===== config.mk =====
export PLATFORM = sky130hd
export DESIGN_NAME = i2c_multi_id_matcher
export DESIGN_NICKNAME = d
export VERILOG_FILES = /design/src/rtl/i2c_match_pkg.sv /design/src/rtl/i2c_match_datapath.sv /design/src/rtl/i2c_match_control.sv /design/src/rtl/i2c_multi_id_matcher.sv
export SDC_FILE = /design/constraint.sdc
export NUM_CORES = 1
export LEC_CHECK = 0
export BUFFER_PORTS_ARGS = -buffer_cell sky130_fd_sc_hd__clkbuf_2
export CORE_MARGIN = 3
export CORE_UTILIZATION = 56
export DETAILED_ROUTE_END_ITERATION = 12
export MAX_ROUTING_LAYER = met4
export PLACE_DENSITY = 0.81
export SLEW_MARGIN = 30
export SYNTH_ARGS = -nofsm -noshare
export SYNTH_HDL_FRONTEND = slang
export SYNTH_SLANG_ARGS = --single-unit

===== constraint.sdc =====
create_clock -name clk -period 2.25 [get_ports clk]
set_input_delay 0 -clock clk [delete_from_list [all_inputs] [get_ports clk]]
set_output_delay 0 -clock clk [all_outputs]
set_load 0.005 [all_outputs]

===== src/rtl/i2c_match_pkg.sv =====
package i2c_match_pkg;

  typedef enum logic [2:0] {
    ST_IDLE,
    ST_ADDR,
    ST_CMP,
    ST_ACK_WAIT,
    ST_ACK_HOLD,
    ST_DATA,
    ST_DORMANT
  } matchState_t;

  // events decoded from the synchronised bus lines
  typedef struct packed {
    logic startDet;
    logic stopDet;
    logic sclRise;
    logic sclFall;
    logic sclLevel;
  } busEvents_t;

  // strobes from control to datapath
  typedef struct packed {
    logic shiftEn;
    logic cmpEn;
    logic idWrEn;
  } ctlStrobes_t;

endpackage


===== src/rtl/i2c_match_datapath.sv =====
module i2c_match_datapath
  import i2c_match_pkg::*;
#(
  parameter int NUM_IDS = 4,
  parameter int ID_W    = 8,
  localparam int IDX_W  = (NUM_IDS > 1) ? $clog2(NUM_IDS) : 1
) (
  input  logic              clk,
  input  logic              rstN,
  input  logic              sclIn,
  input  logic              sdaIn,
  input  ctlStrobes_t       strobes,
  input  logic              busyLevel,
  input  logic [IDX_W-1:0]  hostWrSel,
  input  logic [ID_W-1:0]   hostWrData,
  output busEvents_t        events,
  output logic              anyHit,
  output logic [IDX_W-1:0]  matchIdx,
  output logic              matchDir,
  output logic [ID_W-1:0]   rxByte
);

  localparam int SYNC_STAGES = 2;

  logic [SYNC_STAGES-1:0] sclSync, sdaSync;
  logic sclS, sdaS, sclD, sdaD;
  logic [ID_W-1:0] shiftReg;
  logic [ID_W-1:0] idRegs [NUM_IDS];
  logic [NUM_IDS-1:0] hitVec;
  logic [IDX_W-1:0] lowIdx;

  // two-flop synchronisers, idle bus level is high
  always_ff @(posedge clk or negedge rstN) begin
    if (!rstN) begin
      sclSync <= '1;
      sdaSync <= '1;
      sclD    <= 1'b1;
      sdaD    <= 1'b1;
    end else begin
      sclSync <= {sclSync[SYNC_STAGES-2:0], sclIn};
      sdaSync <= {sdaSync[SYNC_STAGES-2:0], sdaIn};
      sclD    <= sclS;
      sdaD    <= sdaS;
    end
  end

  assign sclS = sclSync[SYNC_STAGES-1];
  assign sdaS = sdaSync[SYNC_STAGES-1];

  always_comb begin
    events.startDet = sclS && sclD && sdaD && !sdaS;
    events.stopDet  = sclS && sclD && !sdaD && sdaS;
    events.sclRise  = sclS && !sclD;
    events.sclFall  = !sclS && sclD;
    events.sclLevel = sclS;
  end

  // serial shift, MSB first
  always_ff @(posedge clk or negedge rstN) begin
    if (!rstN) shiftReg <= '0;
    else if (strobes.shiftEn) shiftReg <= {shiftReg[ID_W-2:0], sdaS};
  end

  assign rxByte = shiftReg;

  // identity registers
  generate
    for (genvar gi = 0; gi < NUM_IDS; gi++) begin : gIdReg
      always_ff @(posedge clk or negedge rstN) begin
        if (!rstN) idRegs[gi] <= '0;
        else if (strobes.idWrEn && (hostWrSel == IDX_W'(gi))) idRegs[gi] <= hostWrData;
      end
      assign hitVec[gi] = (idRegs[gi][ID_W-1:1] == shiftReg[ID_W-1:1]);
    end
  endgenerate

  // lowest index wins
  always_comb begin
    lowIdx = '0;
    for (int i = NUM_IDS - 1; i >= 0; i--) begin
      if (hitVec[i]) lowIdx = IDX_W'(i);
    end
  end

  assign anyHit = |hitVec;

  always_ff @(posedge clk or negedge rstN) begin
    if (!rstN) begin
      matchIdx <= '0;
      matchDir <= 1'b0;
    end else if (strobes.cmpEn && anyHit) begin
      matchIdx <= lowIdx;
      matchDir <= shiftReg[0];
    end
  end

  // identity registers hold while the bus is busy
  generate
    for (genvar ga = 0; ga < NUM_IDS; ga++) begin : gIdHold
      assert_id_stable_busy_R9: assert property (@(posedge clk) disable iff (!rstN)
        busyLevel |=> $stable(idRegs[ga]));
    end
  endgenerate

  // start and stop never coincide
  assert_start_stop_excl_R2: assert property (@(posedge clk) disable iff (!rstN)
    $onehot0({events.startDet, events.stopDet}));

  // reported index points to a register that matched the address
  assert_idx_hits_R5: assert property (@(posedge clk) disable iff (!rstN)
    (strobes.cmpEn && anyHit) |=> (idRegs[matchIdx][ID_W-1:1] == shiftReg[ID_W-1:1]));

endmodule


===== src/rtl/i2c_match_control.sv =====
module i2c_match_control
  import i2c_match_pkg::*;
(
  input  logic        clk,
  input  logic        rstN,
  input  busEvents_t  events,
  input  logic        anyHit,
  input  logic        hostWrEn,
  output ctlStrobes_t strobes,
  output logic        sdaPullLow,
  output logic        hostWrErr,
  output logic        busBusy,
  output logic        matchValid,
  output logic        byteRecvd
);

  localparam int BITS_PER_BYTE = 8;
  localparam int CNT_W = $clog2(BITS_PER_BYTE + 1);

  matchState_t state;
  logic [CNT_W-1:0] bitCnt;
  logic ackDrive;
  logic busEdge;

  assign busEdge = events.startDet || events.stopDet;

  always_comb begin
    strobes.shiftEn = events.sclRise && !busEdge &&
                      ((state == ST_ADDR) || (state == ST_DATA && bitCnt < CNT_W'(BITS_PER_BYTE)));
    strobes.cmpEn   = (state == ST_CMP) && !busEdge;
    strobes.idWrEn  = hostWrEn && (state == ST_IDLE);
  end

  always_ff @(posedge clk or negedge rstN) begin
    if (!rstN) begin
      state      <= ST_IDLE;
      bitCnt     <= '0;
      ackDrive   <= 1'b0;
      matchValid <= 1'b0;
      byteRecvd  <= 1'b0;
      hostWrErr  <= 1'b0;
    end else begin
      matchValid <= 1'b0;
      byteRecvd  <= 1'b0;
      hostWrErr  <= hostWrEn && (state != ST_IDLE);
      if (events.stopDet) begin
        state    <= ST_IDLE;
        ackDrive <= 1'b0;
      end else if (events.startDet) begin
        state    <= ST_ADDR;
        bitCnt   <= '0;
        ackDrive <= 1'b0;
      end else begin
        unique case (state)
          ST_ADDR: begin
            if (events.sclRise) begin
              if (bitCnt == CNT_W'(BITS_PER_BYTE - 1)) state <= ST_CMP;
              else bitCnt <= bitCnt + 1'b1;
            end
          end
          ST_CMP: begin
            matchValid <= anyHit;
            state      <= anyHit ? ST_ACK_WAIT : ST_DORMANT;
          end
          ST_ACK_WAIT: begin
            if (events.sclFall) begin
              ackDrive <= 1'b1;
              state    <= ST_ACK_HOLD;
            end
          end
          ST_ACK_HOLD: begin
            if (events.sclFall) begin
              ackDrive <= 1'b0;
              bitCnt   <= '0;
              state    <= ST_DATA;
            end
          end
          ST_DATA: begin
            if (events.sclRise) begin
              if (bitCnt == CNT_W'(BITS_PER_BYTE - 1)) byteRecvd <= 1'b1;
              bitCnt <= (bitCnt == CNT_W'(BITS_PER_BYTE)) ? '0 : bitCnt + 1'b1;
            end
          end
          ST_IDLE, ST_DORMANT: ;
          default: state <= ST_IDLE;
        endcase
      end
    end
  end

  assign sdaPullLow = ackDrive;
  assign busBusy    = (state != ST_IDLE);

  // acknowledge drive only changes while the clock line is low
  assert_ack_edge_scl_low_R6: assert property (@(posedge clk) disable iff (!rstN)
    (!$stable(ackDrive) && !$past(busEdge)) |-> !events.sclLevel);

  // a stop returns the block to the free state
  assert_stop_to_idle_R11: assert property (@(posedge clk) disable iff (!rstN)
    events.stopDet |=> (!busBusy && !sdaPullLow));

  // a start always begins a new address phase
  assert_start_addr_R2: assert property (@(posedge clk) disable iff (!rstN)
    events.startDet |=> (state == ST_ADDR && bitCnt == '0));

  // a dormant block stays silent
  assert_dormant_silent_R7: assert property (@(posedge clk) disable iff (!rstN)
    (state == ST_DORMANT) |-> (!sdaPullLow && !matchValid && !byteRecvd));

endmodule


===== src/rtl/i2c_multi_id_matcher.sv =====
module i2c_multi_id_matcher
  import i2c_match_pkg::*;
#(
  parameter int NUM_IDS = 4,
  parameter int ID_W    = 8,
  localparam int IDX_W  = (NUM_IDS > 1) ? $clog2(NUM_IDS) : 1
) (
  input  logic             clk,
  input  logic             rstN,
  input  logic             sclIn,
  input  logic             sdaIn,
  output logic             sdaPullLow,
  input  logic             hostWrEn,
  input  logic [IDX_W-1:0] hostWrSel,
  input  logic [ID_W-1:0]  hostWrData,
  output logic             hostWrErr,
  output logic             busBusy,
  output logic             matchValid,
  output logic [IDX_W-1:0] matchIdx,
  output logic             matchDir,
  output logic             byteRecvd,
  output logic [ID_W-1:0]  rxByte
);

  busEvents_t  events;
  ctlStrobes_t strobes;
  logic        anyHit;

  i2c_match_datapath #(.NUM_IDS(NUM_IDS), .ID_W(ID_W)) uDatapath (
    .clk        (clk),
    .rstN       (rstN),
    .sclIn      (sclIn),
    .sdaIn      (sdaIn),
    .strobes    (strobes),
    .busyLevel  (busBusy),
    .hostWrSel  (hostWrSel),
    .hostWrData (hostWrData),
    .events     (events),
    .anyHit     (anyHit),
    .matchIdx   (matchIdx),
    .matchDir   (matchDir),
    .rxByte     (rxByte)
  );

  i2c_match_control uControl (
    .clk        (clk),
    .rstN       (rstN),
    .events     (events),
    .anyHit     (anyHit),
    .hostWrEn   (hostWrEn),
    .strobes    (strobes),
    .sdaPullLow (sdaPullLow),
    .hostWrErr  (hostWrErr),
    .busBusy    (busBusy),
    .matchValid (matchValid),
    .byteRecvd  (byteRecvd)
  );

endmodule


======== Word-level counts from Yosys, hierarchy flattened ========
Index checks and enable logic that the tools add are counted.
Widths: inputs -> output; s select.
word-level totals
  memory bits (writable) .................. 0
  bits in latches ......................... 0
  output and inout port bits .............. 16
  memories ................................ 0
  memory bits (read-only) ................. 0
  register bits after elaboration ......... 60
operators by class
  reduce and logical (&&, ||, !) cells .... 35
  $mul .................................... 0
  shift operators ......................... 0
  bitwise logic cells ..................... 1
  div/mod/pow operators ................... 0
  multiplexer cells ....................... 32
  $add $sub $neg .......................... 1
  magnitude comparators ................... 1
  equal/unequal tests ..................... 24
operators with widths
  operator             count
  $eq 7x7->1           4
  $mux 4               6
  $mux 3               7
  $logic_and 1x1->1    18
  $pmux 3 s5           1
  $mux 1               12
  $ne 4x2->1 const B   3
  $pmux 4 s3           1
  $eq 3x3->1 const B   3
  $ne 3x1->1 const B   3
  $mux 2               4
  $reduce_bool 4->1    2
  $eq 3x2->1 const B   2
  $ne 3x2->1 const B   2
  $reduce_and 6->1     1
  $logic_not 1->1      5
  $reduce_and 5->1     1
  $add 4x1->4 const B  1
  $eq 2x2->1 const B   2
  $eq 4x3->1 const B   1
  $eq 4x4->1 const B   1
  $lt 4x4->1 const B   1
  $ne 4x1->1 const B   1
  $reduce_or 4->1      1
  10 further kinds     11

======== Depth between registers and ports, before layout ========
Gate-level depths: netlist (run 1).
  word-level depth ........................ 7
  depth in mapped cells ................... 7

======== By module ========
From an unflattened synthesis (run 1), not the netlist that was laid out.
second synthesis, totals
  cells, all modules ...................... 229
  area total of the unflattened synthesis .. 2825.2 sq um
by module, submodules not included
  module              times used  cells an instance  area each (sq um)  sequential area each (sq um)
  i2c_match_datapath  1           146                2089.5             1133.6
  i2c_match_control   1           83                 735.7              275.3

======== Worst setup path before layout (run 1) ========
OpenSTA, ideal clock, no wires.
  path kind ............................... register to register
  from .................................... reg uDatapath.shiftReg[2], in the netlist uDatapath.rxByte[2]
  to ...................................... reg uDatapath.matchDir
  cell stages (with the launch flop) ...... 8
  buffers on the path ..................... 1
  arrival ................................. 1.645 ns
  data required time ...................... 2.125 ns
  clock period less this slack ............ 1.770 ns
  setup time .............................. 0.125 ns
  slack ................................... 0.480 ns
  path through ............................ dfrtp_1 > buf_6 > xor2_1 > nor4_2 > nand4_2 > nand3_2 > o21a_4 > mux2_4
on the way
  word-level cells in the longest chain between the ends .. 3
ends and longest elaborated chain
  item                      RTL line                  text
  start: declaration        i2c_match_datapath.sv:27  logic [ID_W-1:0] shiftReg;
  start signal: assignment  i2c_match_datapath.sv:61  else if (strobes.shiftEn) shiftReg <= {shiftReg[ID_W-2:0], sdaS};
  $eq 7x7->1                i2c_match_datapath.sv:73  assign hitVec[gi] = (idRegs[gi][ID_W-1:1] == shiftReg[ID_W-1:1]);
  $reduce_or 4->1 *         i2c_match_datapath.sv:85  assign anyHit = |hitVec;
  $logic_and 1x1->1 *       i2c_match_datapath.sv:91  end else if (strobes.cmpEn && anyHit) begin
  end signal: assignment    i2c_match_datapath.sv:93  matchDir <= shiftReg[0];
  end: declaration          i2c_match_datapath.sv:19  output logic matchDir,
Mark *: on every way between the ends. The rest lies on a longest branch, timed or not.
A chain may end at the register's enable or synchronous reset.

======== Final worst setup path (run 1) ========
  from .................................... reg uDatapath.shiftReg[4], in the netlist uDatapath.rxByte[4]
  to ...................................... reg uDatapath.matchDir
Same word-level chain as after synthesis.

==> key figures, run 1 <==
Status
  • Outcome: finished, final reports clean

Place
  • Global placement routability congestion: 0.893
  • Half-perimeter wire length after detailed placement: 3.71 mm
  • Number of port buffers: 29

Floorplanning
  • Die height: 76.4 um
  • Ports placed on the boundary: 31
  • Chip Width: 76.4 um
  • Core box area: 4560 um2
  • Starting Density: 60.8%
  • Die area: 5840 um2
  • FP Rows: 24

Setup path
  • Library cell contributing the largest single delay on the critical path: dfrtp_1
  • Signal arrival time at the worst endpoint: 2.18 ns
  • Req. time, crit path: 2.45 ns
  • Critical path peak fanout: 7
  • Category of cells accounting for the largest share of critical-path delay: simple AND/OR/NAND/NOR gates
  • Critical Path Max Stage Delay: 0.51 ns
  • WP buf/inv: 0
  • Cells along the critical path: xor2_1, nor4_2, nand4_2, nand3_2, o21a_4, mux2_4
  • Startpoint-to-endpoint class of the critical path: register to register
  • Worst Setup Start Kind: register
  • Element type at the critical path end: register

STA
  • Post-layout minimum cycle time: 1.99 ns
  • Count of final max-slew check failures: 0
  • Highest attainable clock frequency: 503 MHz
  • Setup violators final: 0
  • Total negative setup slack: 0 ns
  • Worst rel slew slack: 55.4%
  • Setup repair after global routing missed its margin: false
  • Post-Route Skew: 0.00923 ns
  • Total count of hold-check failures in the final report: 0
  • Slew of the pin with the lowest slew margin: 0.669 ns
  • Final Hold Slack: 0.161 ns
  • Period utilization: 88.3%

Drt
  • Iteration count of the initial detailed-routing pass: 4
  • Post-Route WL: 5.32 mm
  • Antenna-violating nets left: 0
  • DR WL/cell: 16.1 um
  • Vias per std cell: 5.57
  • Initial DRC Count: 131
  • Post-route DRC violation count: 0
  • Number of vias after detailed routing: 1845

Logic synthesis
  • Adder and majority cell fraction of the synthesized area: 0.902%
  • Number of enable-type register cells in the synthesized netlist: 0
  • Leading area contributor after synthesis: dfrtp_1
  • Main combinational cell family by area after synthesis: multiplexers
  • Cells after Synth: 228
  • Number of nets produced by synthesis: 245
  • Sequential-to-total area share from yosys stat: 50.8%
  • Simple logic cell fraction of the synthesized area: 11.6%
  • Share of flip-flops with an asynchronous set or reset after synthesis: 100%
  • Area share of xor/xnor cells in the synthesized design: 9.15%
  • Cell area after synthesis: 2780 um2
  • Dominant synthesized flop cell: dfrtp_1
  • Yosys synthesis warning count: 0
  • Compound-Gate Fraction of Synth Area: 7.71%
  • Fraction of post-synthesis cell area in the top cell type by area: 45.1%
  • Top cells by area in the synthesized netlist: dfrtp_1, mux2_2, dfstp_2
  • Count of different cell masters after synthesis: 43
  • Multiplexer share of the synthesized area: 15.1%
  • Syn Area/Cell: 12.2 um2
  • Register bit total from synthesis: 56

Power and ir drop
  • Standby leakage power: 0.00145 uW
  • Cell Pwr Density: 785 nW/um2
  • Worst-case vdd ir drop: 535 uV

Clock network
  • Number of clock sinks: 56
  • Number of levels in the clock H-tree: 2
  • Clock tree root driver cell: clkbuf_8
  • Clock latency on the worst-skew pair: 0.31 ns
  • Number of gates resized after CTS: 0
  • Clock buffer count from CTS: 5
  • TritonCTS clock tree: built
  • Clock slew at reported path FFs: 0.10 ns
  • Postcts setup bufs: 0
  • Clock Tree Buf Depth: 2
  • Number of hold-repair buffers added at the cts stage: 11

GRT
  • Number of global-route vias before repair: 1830
  • First-pass GRT wire length: 8.93 mm
  • Total GRT Usage: 19.8%
  • Residual overflow from global routing: 0
  • Maximum number of pins on one net before global-route repair: 57
  • Antenna violations before repair: 0

Finish
  • Net total in the final layout: 282
  • Fraction of final layout cells sized beyond drive strength 1: 33.8%
  • Layout-stage area growth over the synthesis result: 13.3%
  • Ant diodes: 0

Flow run
  • Number of max-cap violations: 0

Min path
  • Classification of the worst-slack hold path: input port to register
[where the power goes]
group	internal (uW)	switching, uW
registers	1170	153
clock network	336	314
logic	266	230
[sequential cells by signal (all words and copies together), names as in the netlist]
name                 count
uDatapath.idRegs        28
uDatapath.rxByte         8
uControl.bitCnt          4
uControl.state           3
uDatapath.matchIdx       2
uDatapath.sclSync        2
uDatapath.sdaSync        2
uControl.byteRecvd       1
uControl.hostWrErr       1
uControl.matchValid      1
uControl.sdaPullLow      1
uDatapath.matchDir       1
uDatapath.sclD           1
uDatapath.sdaD           1
[metrics by stage]
step / total power (uW) / std cells / utilization, % / area [um2] / setup slack (ns)
5_1_grt: 2620 / 331 / 68.9 / 3150 / 0.139
6_report: 2470 / 331 / 68.9 / 3150 / 0.263
3_3_place_gp: 1800 / 312 / 64.1 / 2920 / 0.349
4_1_cts: 2490 / 331 / 68.9 / 3150 / 0.264
2_1_floorplan: 1680 / 228 / - / 2780 / 0.480
3_5_place_dp: 1820 / 312 / 64.1 / 2920 / 0.308
[worst register-to-register path, stage by stage (launching register included)]
cell     delay, ns
dfrtp_1       0.51
xor2_1        0.23
nor4_2        0.34
nand4_2       0.21
nand3_2       0.16
o21a_4        0.15
mux2_4        0.29
[logic make-up after synthesis]
logic type	count (synthesis)
simple gates	49
fa+ha+maj	2
xor+xnor	29
buf+inv	22
mux	37
compound gates	33
flops	56
[layer usage]
metal	GRT usage (%)	vias to the layer above	part of all wire [%]
li1	-	870	-
met1	27.2	907	46
met5	-	-	0
met2	29.6	57	48
met3	4.02	11	5.2
met4	6.52	0	1.5
[placed cells by master (no fill, tap or decap), drive strengths merged, types with 7 or more instances in the layout]
| cell | count |
|---|---|
| dfrtp | 50 |
| xnor2 | 11 |
| nor2 | 7 |
| xor2 | 18 |
| o21ai | 8 |
| a21oi | 10 |
| dlygate4sd3 | 11 |
| clkbuf | 35 |
| mux2 | 37 |
| inv | 11 |
| nand2 | 11 |
[area by class of cell]
type                    count  area, um2
well taps                  65       81.3
multi-input cells         150       1240
inverters                  10       37.5
repair buffers             42        270
fillers                   367       1420
flip-flops and latches     56       1410
clock inverters             2       38.8
clock buffers               6       72.6
[synthesized netlist by cell type, types with 2 or more instances]
cell type / instances
dfrtp_1: 50
mux2_2: 36
xor2_1: 18
nand2_1: 11
xnor2_1: 11
a21oi_1: 10
inv_1: 10
o21ai_0: 8
nor2_1: 7
dfstp_2: 6
nand3_1: 5
buf_2: 4
buf_6: 4
nor3_1: 4
a31oi_1: 3
buf_4: 3
nand4_1: 3
ha_1: 2
nand3b_1: 2
nand4b_1: 2
nor2b_1: 2
nor3_4: 2
nor4_1: 2
o211ai_1: 2
o21a_1: 2
o31ai_1: 2
[path summary, 6_finish.rpt]
| path | startpoint | end | slack [ns] | cells past startpoint |
|---|---|---|---|---|
| max | uDatapath.rxByte[4] | uDatapath.matchDir | 0.26 | 6 |
| min | hostWrSel[0] | uDatapath.idRegs[31] | 0.16 | 3 |
| max reg2reg | uDatapath.rxByte[4] | uDatapath.matchDir | 0.26 | 6 |
| min reg2reg | uDatapath.sclSync[0] | uDatapath.sclSync[1] | 0.36 | 0 |
| max in group asynchronous | rstN | uDatapath.rxByte[1] | 1.45 | 3 |
| min in group asynchronous | rstN | uControl.byteRecvd | 0.34 | 3 |
(Power assumes the default switching activity.)
==> inputs of run 2 (changes only) <==
--- a/config.mk
+++ b/config.mk
@@ -11,6 +11,7 @@
 export DETAILED_ROUTE_END_ITERATION = 12
 export MAX_ROUTING_LAYER = met4
 export PLACE_DENSITY = 0.81
+export RECOVER_POWER = 25
 export SLEW_MARGIN = 30
 export SYNTH_ARGS = -nofsm -noshare
 export SYNTH_HDL_FRONTEND = slang
==> key figures, run 2 (same netlist as run 1, synthesis figures left out) <==
STA
  • Total count of hold-check failures in the final report: 0
  • Highest attainable clock frequency: 504 MHz
  • Final Hold Slack: 0.161 ns
  • Worst rel slew slack: 12.9%
  • Count of final max-slew check failures: 0
  • Setup violators final: 0
  • Post-Route Skew: 0.0101 ns
  • Period utilization: 88.1%
  • Total negative setup slack: 0 ns
  • Final worst slack: 0.267 ns
  • Setup repair after global routing missed its margin: false
  • Slew of the pin with the lowest slew margin: 1.31 ns
  • Post-layout minimum cycle time: 1.98 ns

Floorplanning
  • FP Rows: 24
  • Starting Density: 60.8%
  • Ports placed on the boundary: 31
  • Core box area: 4560 um2
  • Die area: 5840 um2
  • Die height: 76.4 um
  • Chip Width: 76.4 um

Clock network
  • Number of clock sinks: 56
  • Clock tree root driver cell: clkbuf_8
  • Number of levels in the clock H-tree: 2
  • Clock Tree Buf Depth: 2
  • Postcts setup bufs: 0
  • Clock buffer count from CTS: 5
  • TritonCTS clock tree: built
  • Clock slew at reported path FFs: 0.10 ns
  • Clock latency on the worst-skew pair: 0.31 ns

GRT
  • Antenna violations before repair: 0
  • Total GRT Usage: 19.8%
  • Number of global-route vias before repair: 1830
  • Residual overflow from global routing: 0
  • Maximum number of pins on one net before global-route repair: 57
  • First-pass GRT wire length: 8.93 mm

Finish
  • Number of flip-flops under the largest register name: 28
  • Most frequent cells in the layout: dfrtp_1, mux2_2, clkbuf_2, xor2_1
  • Net total in the final layout: 282
  • Filler Cells Inserted: 369
  • Layout-stage area growth over the synthesis result: 13.2%
  • Fraction of final layout cells sized beyond drive strength 1: 32.3%
  • Register bank with the most flops: uDatapath.idRegs
  • End-of-flow core utilization: 68.8%
  • Ant diodes: 0
  • Most frequent standard cell in the layout excluding fill and tap cells: dfrtp_1

Setup path
  • Setup slack of the worst register-to-register path: 0.27 ns
  • Critical path peak fanout: 7
  • FF-to-FF path depth: 6
  • Library cell contributing the largest single delay on the critical path: dfrtp_1
  • Startpoint-to-endpoint class of the critical path: register to register
  • Signal arrival time at the worst endpoint: 2.18 ns
  • Worst Setup Start Kind: register
  • Cells along the critical path: xor2_1, nor4_2, nand4_2, nand3_2, o21a_4, mux2_4
  • Element type at the critical path end: register
  • Reg2Reg Capture Point: uDatapath.matchDir
  • Req. time, crit path: 2.45 ns
  • Critical Path Max Stage Delay: 0.51 ns
  • Startpoint of the most critical register-to-register path: uDatapath.rxByte[4]

Min path
  • Sink of the worst hold path: uDatapath.idRegs[31]
  • Source of the worst hold timing path: hostWrSel[0]
  • Count of cells along the worst hold path: 3
  • Classification of the worst-slack hold path: input port to register

Drt
  • Number of vias after detailed routing: 1831
  • Post-route DRC violation count: 0
  • Vias per std cell: 5.53
  • Iteration count of the initial detailed-routing pass: 4
  • Initial DRC Count: 141
  • DR WL/cell: 16.0 um
  • Antenna-violating nets left: 0
  • Post-Route WL: 5.28 mm

Place
  • Global placement routability congestion: 0.893
  • Number of port buffers: 29
  • Setup WS pre-CTS: 0.308 ns
  • Half-perimeter wire length after detailed placement: 3.71 mm

Power and ir drop
  • Standby leakage power: 0.00144 uW
  • Cell Pwr Density: 786 nW/um2
  • Worst-case vdd ir drop: 534 uV
  • Total power after layout: 2470 uW

Status
  • Outcome: finished, final reports clean

Flow run
  • Number of max-cap violations: 0
[run 2: cell count changes in the layout (fill, tap and decap cells not counted), sizes merged]
cell,delta
clkbuf,+1
buf,-1
[run 2: worst max path at each step]
stage | from | end | slack (ns) | depth (start not counted)
CTS | uDatapath.rxByte[2] | uDatapath.matchDir | 0.26 | 6
global placement | uDatapath.rxByte[2] | uDatapath.matchDir | 0.35 | 6
floorplan | uDatapath.rxByte[2] | uDatapath.matchDir | 0.48 | 7
detailed placement | uDatapath.rxByte[2] | uDatapath.matchDir | 0.31 | 6
finish | uDatapath.rxByte[4] | uDatapath.matchDir | 0.27 | 6
global route | uDatapath.rxByte[4] | uDatapath.matchDir | 0.14 | 6
[run 2: worst max-delay path: cells and delay by family, from the launching register on]
family	cells	cell delay, ns
muxes	1	0.29
xor gates and xnor gates	1	0.23
AOI/OAI and AO/OA	1	0.15
DFF	1	0.51
and+or+nand+nor	3	0.70
[run 2: repair_timing]
| action | CTS | global route |
|---|---|---|
| hold endpoints to repair | 81 | 0 |
| hold buffers | 11 | 0 |
| endpoints found under the setup margin | 0 | 0 |
| resized for setup | 0 | 0 |
[run 2: per-layer routing]
layer	up-vias	wire length [um]	global-route usage (%)
met4	0	65	6.52
met2	54	2520	29.6
met5	-	0	-
met3	7	252	4.02
li1	866	-	-
met1	904	2450	27.2
[run 2: through the flow]
step / cells / area [um2]
after global placement: 312 / 2920
after detailed placement: 312 / 2920
final: 331 / 3140
after CTS: 331 / 3150
after global routing: 331 / 3140
after floorplan: 228 / 2780
[run 2: power breakdown]
| group | switching (uW) | internal, uW |
|---|---|---|
| logic | 229 | 266 |
| clock network | 314 | 336 |
| registers | 153 | 1170 |
[run 2: area by class of cell]
cell class	instances	area [um2]	share of cell area [%]
Inverter	10	37.5	1.20
Multi-Input combinational cell	150	1240	39.4
Tap cell	65	81.3	2.59
Clock inverter	2	38.8	1.24
Clock buffer	6	72.6	2.31
Timing Repair Buffer	42	265	8.45
Sequential cell	56	1410	44.9
==> inputs of run 3 (changes only) <==
--- a/config.mk
+++ b/config.mk
@@ -7,10 +7,10 @@
 export LEC_CHECK = 0
 export BUFFER_PORTS_ARGS = -buffer_cell sky130_fd_sc_hd__clkbuf_2
 export CORE_MARGIN = 3
-export CORE_UTILIZATION = 56
+export CORE_UTILIZATION = 54
 export DETAILED_ROUTE_END_ITERATION = 12
 export MAX_ROUTING_LAYER = met4
-export PLACE_DENSITY = 0.81
+export PLACE_DENSITY = 0.78
 export RECOVER_POWER = 25
 export SLEW_MARGIN = 30
 export SYNTH_ARGS = -nofsm -noshare
==> key figures, run 3 (same netlist as run 1, synthesis figures left out) <==
Status
  • Outcome: finished, final reports clean

Clock network
  • TritonCTS clock tree: built
  • Number of clock sinks: 56
  • Clock slew at reported path FFs: 0.10 ns
  • Clock tree root driver cell: clkbuf_8
  • Clock latency on the worst-skew pair: 0.31 ns
  • Clock buffer count from CTS: 5
  • Number of levels in the clock H-tree: 2
  • Postcts setup bufs: 0
  • Number of gates resized after CTS: 0
  • Clock Tree Buf Depth: 2
  • Number of hold-repair buffers added at the cts stage: 11

Drt
  • Post-route DRC violation count: 0
  • Number of vias after detailed routing: 1798
  • Vias per std cell: 5.42
  • Post-Route WL: 5.18 mm
  • DR WL/cell: 15.6 um
  • Iteration count of the initial detailed-routing pass: 4
  • Antenna-violating nets left: 0
  • Initial DRC Count: 137

Setup path
  • Library cell contributing the largest single delay on the critical path: dfrtp_1
  • Critical path peak fanout: 7
  • Launch point of the worst path: uDatapath.rxByte[2]
  • Signal arrival time at the worst endpoint: 2.17 ns
  • Category of cells accounting for the largest share of critical-path delay: simple AND/OR/NAND/NOR gates
  • Critical Path Max Stage Delay: 0.50 ns
  • Worst Setup Start Kind: register
  • Startpoint of the most critical register-to-register path: uDatapath.rxByte[2]
  • Req. time, crit path: 2.45 ns
  • WP buf/inv: 0
  • FF-to-FF path depth: 6
  • Cells along the critical path: xor2_1, nor4_2, nand4_2, nand3_2, o21a_4, mux2_4
  • Reg2Reg Capture Point: uDatapath.matchDir
  • Startpoint-to-endpoint class of the critical path: register to register
  • Element type at the critical path end: register
  • Number of gates on the worst path with buffers counted: 6
  • Setup slack of the worst register-to-register path: 0.28 ns

GRT
  • Met1 global-route usage: 26.2%
  • Maximum number of pins on one net before global-route repair: 34
  • Residual overflow from global routing: 0
  • Number of global-route vias before repair: 1798
  • Global Route met2 Usage: 29.3%
  • Met3 Use GR: 3.71%
  • Most used routing layer in global routing: met2
  • Total GRT Usage: 19.3%
  • Antenna violations before repair: 0
  • First-pass GRT wire length: 8.80 mm

Finish
  • Finished Layout Cells: 332
  • Number of flip-flops under the largest register name: 28
  • Fraction of final layout cells sized beyond drive strength 1: 32.1%
  • Most frequent standard cell in the layout excluding fill and tap cells: dfrtp_1
  • Register bank with the most flops: uDatapath.idRegs
  • Filler Cells Inserted: 379
  • Net total in the final layout: 281
  • Most frequent cells in the layout: dfrtp_1, mux2_2, clkbuf_2, xor2_1
  • Layout-stage area growth over the synthesis result: 12.8%
  • Ant diodes: 0

Power and ir drop
  • Standby leakage power: 0.00142 uW
  • Cell Pwr Density: 760 nW/um2
  • Worst-case vdd ir drop: 466 uV

Min path
  • Classification of the worst-slack hold path: input port to register
  • Sink of the worst hold path: uDatapath.idRegs[31]
  • Count of cells along the worst hold path: 3
  • Source of the worst hold timing path: hostWrSel[0]

STA
  • Highest attainable clock frequency: 508 MHz
  • Slew of the pin with the lowest slew margin: 1.29 ns
  • Worst rel slew slack: 13.7%
  • Period utilization: 87.5%
  • Setup violators final: 0
  • Total negative setup slack: 0 ns
  • Post-layout minimum cycle time: 1.97 ns
  • Total count of hold-check failures in the final report: 0
  • Count of final max-slew check failures: 0
  • Setup repair after global routing missed its margin: false
  • Post-Route Skew: 0.00739 ns

Floorplanning
  • Core box area: 4850 um2
  • Ports placed on the boundary: 31
  • Die area: 6040 um2
  • Chip Width: 77.7 um
  • Die height: 77.7 um
  • FP Rows: 25
  • Starting Density: 57.2%

Place
  • Half-perimeter wire length after detailed placement: 3.88 mm
  • Number of port buffers: 29
  • Global placement routability congestion: 0.858
  • Placed Cells incl. Taps: 313

Flow run
  • Number of max-cap violations: 0
==> run 3: cell types whose count changed in the layout (fill, tap and decap cells not counted), sizes merged <==
cell / before / now
bufinv: 1 / 0
clkbuf: 36 / 34
clkinv: 0 / 1
clkinvlp: 0 / 2
inv: 11 / 10
==> run 3: power breakdown <==
part	internal [uW]	total, uW	switching (uW)
logic	269	507	238
registers	1170	1320	154
clock network	221	548	327
==> run 3: worst max-delay path by stage <==
stage | endpoint | slack (ns)
after floorplan | uDatapath.matchDir | 0.48
after global placement | uDatapath.matchDir | 0.37
after detailed placement | uDatapath.matchDir | 0.29
after CTS | uDatapath.matchDir | 0.28
after global routing | uDatapath.matchDir | 0.18
final | uDatapath.matchDir | 0.28
==> run 3: worst min-delay path: cells and delay by family <==
kind / cells / cell delay, ns
buffers and inverters: 1 / 0.14
muxes: 1 / 0.22
and+or+nand+nor: 1 / 0.10
==> run 3: cell type report <==
type                            count  area [um2]  share of cell area [%]
Clock buffer                        5        68.8                    2.20
Clock inverter                      3        23.8                   0.759
Inverter                           10        37.5                    1.20
Multi-Input combinational cell    150        1240                    39.5
Sequential cell                    56        1410                    45.0
Tap cell                           67        83.8                    2.68
Timing Repair Buffer               41         272                    8.67
==> run 3: through the flow <==
stage               utilization [%]  setup WS [ns]  instance area (um2)  power, uW  hold slack, ns
floorplan                         -          0.480                 2780       1680          -0.296
global placement               60.5          0.368                 2930       1800          0.0342
detailed placement             60.5          0.295                 2930       1840          0.0373
CTS                            64.6          0.279                 3130       2400           0.170
global route                   64.6          0.180                 3130       2540           0.189
finish                         64.6          0.281                 3130       2380           0.181
==> run 3: routing by layer <==
| layer | vias up | share of wire (%) |
|---|---|---|
| met4 | 0 | 2.1 |
| met1 | 883 | 48 |
| met5 | - | 0 |
| met2 | 42 | 46 |
| met3 | 10 | 4.1 |
| li1 | 863 | - |
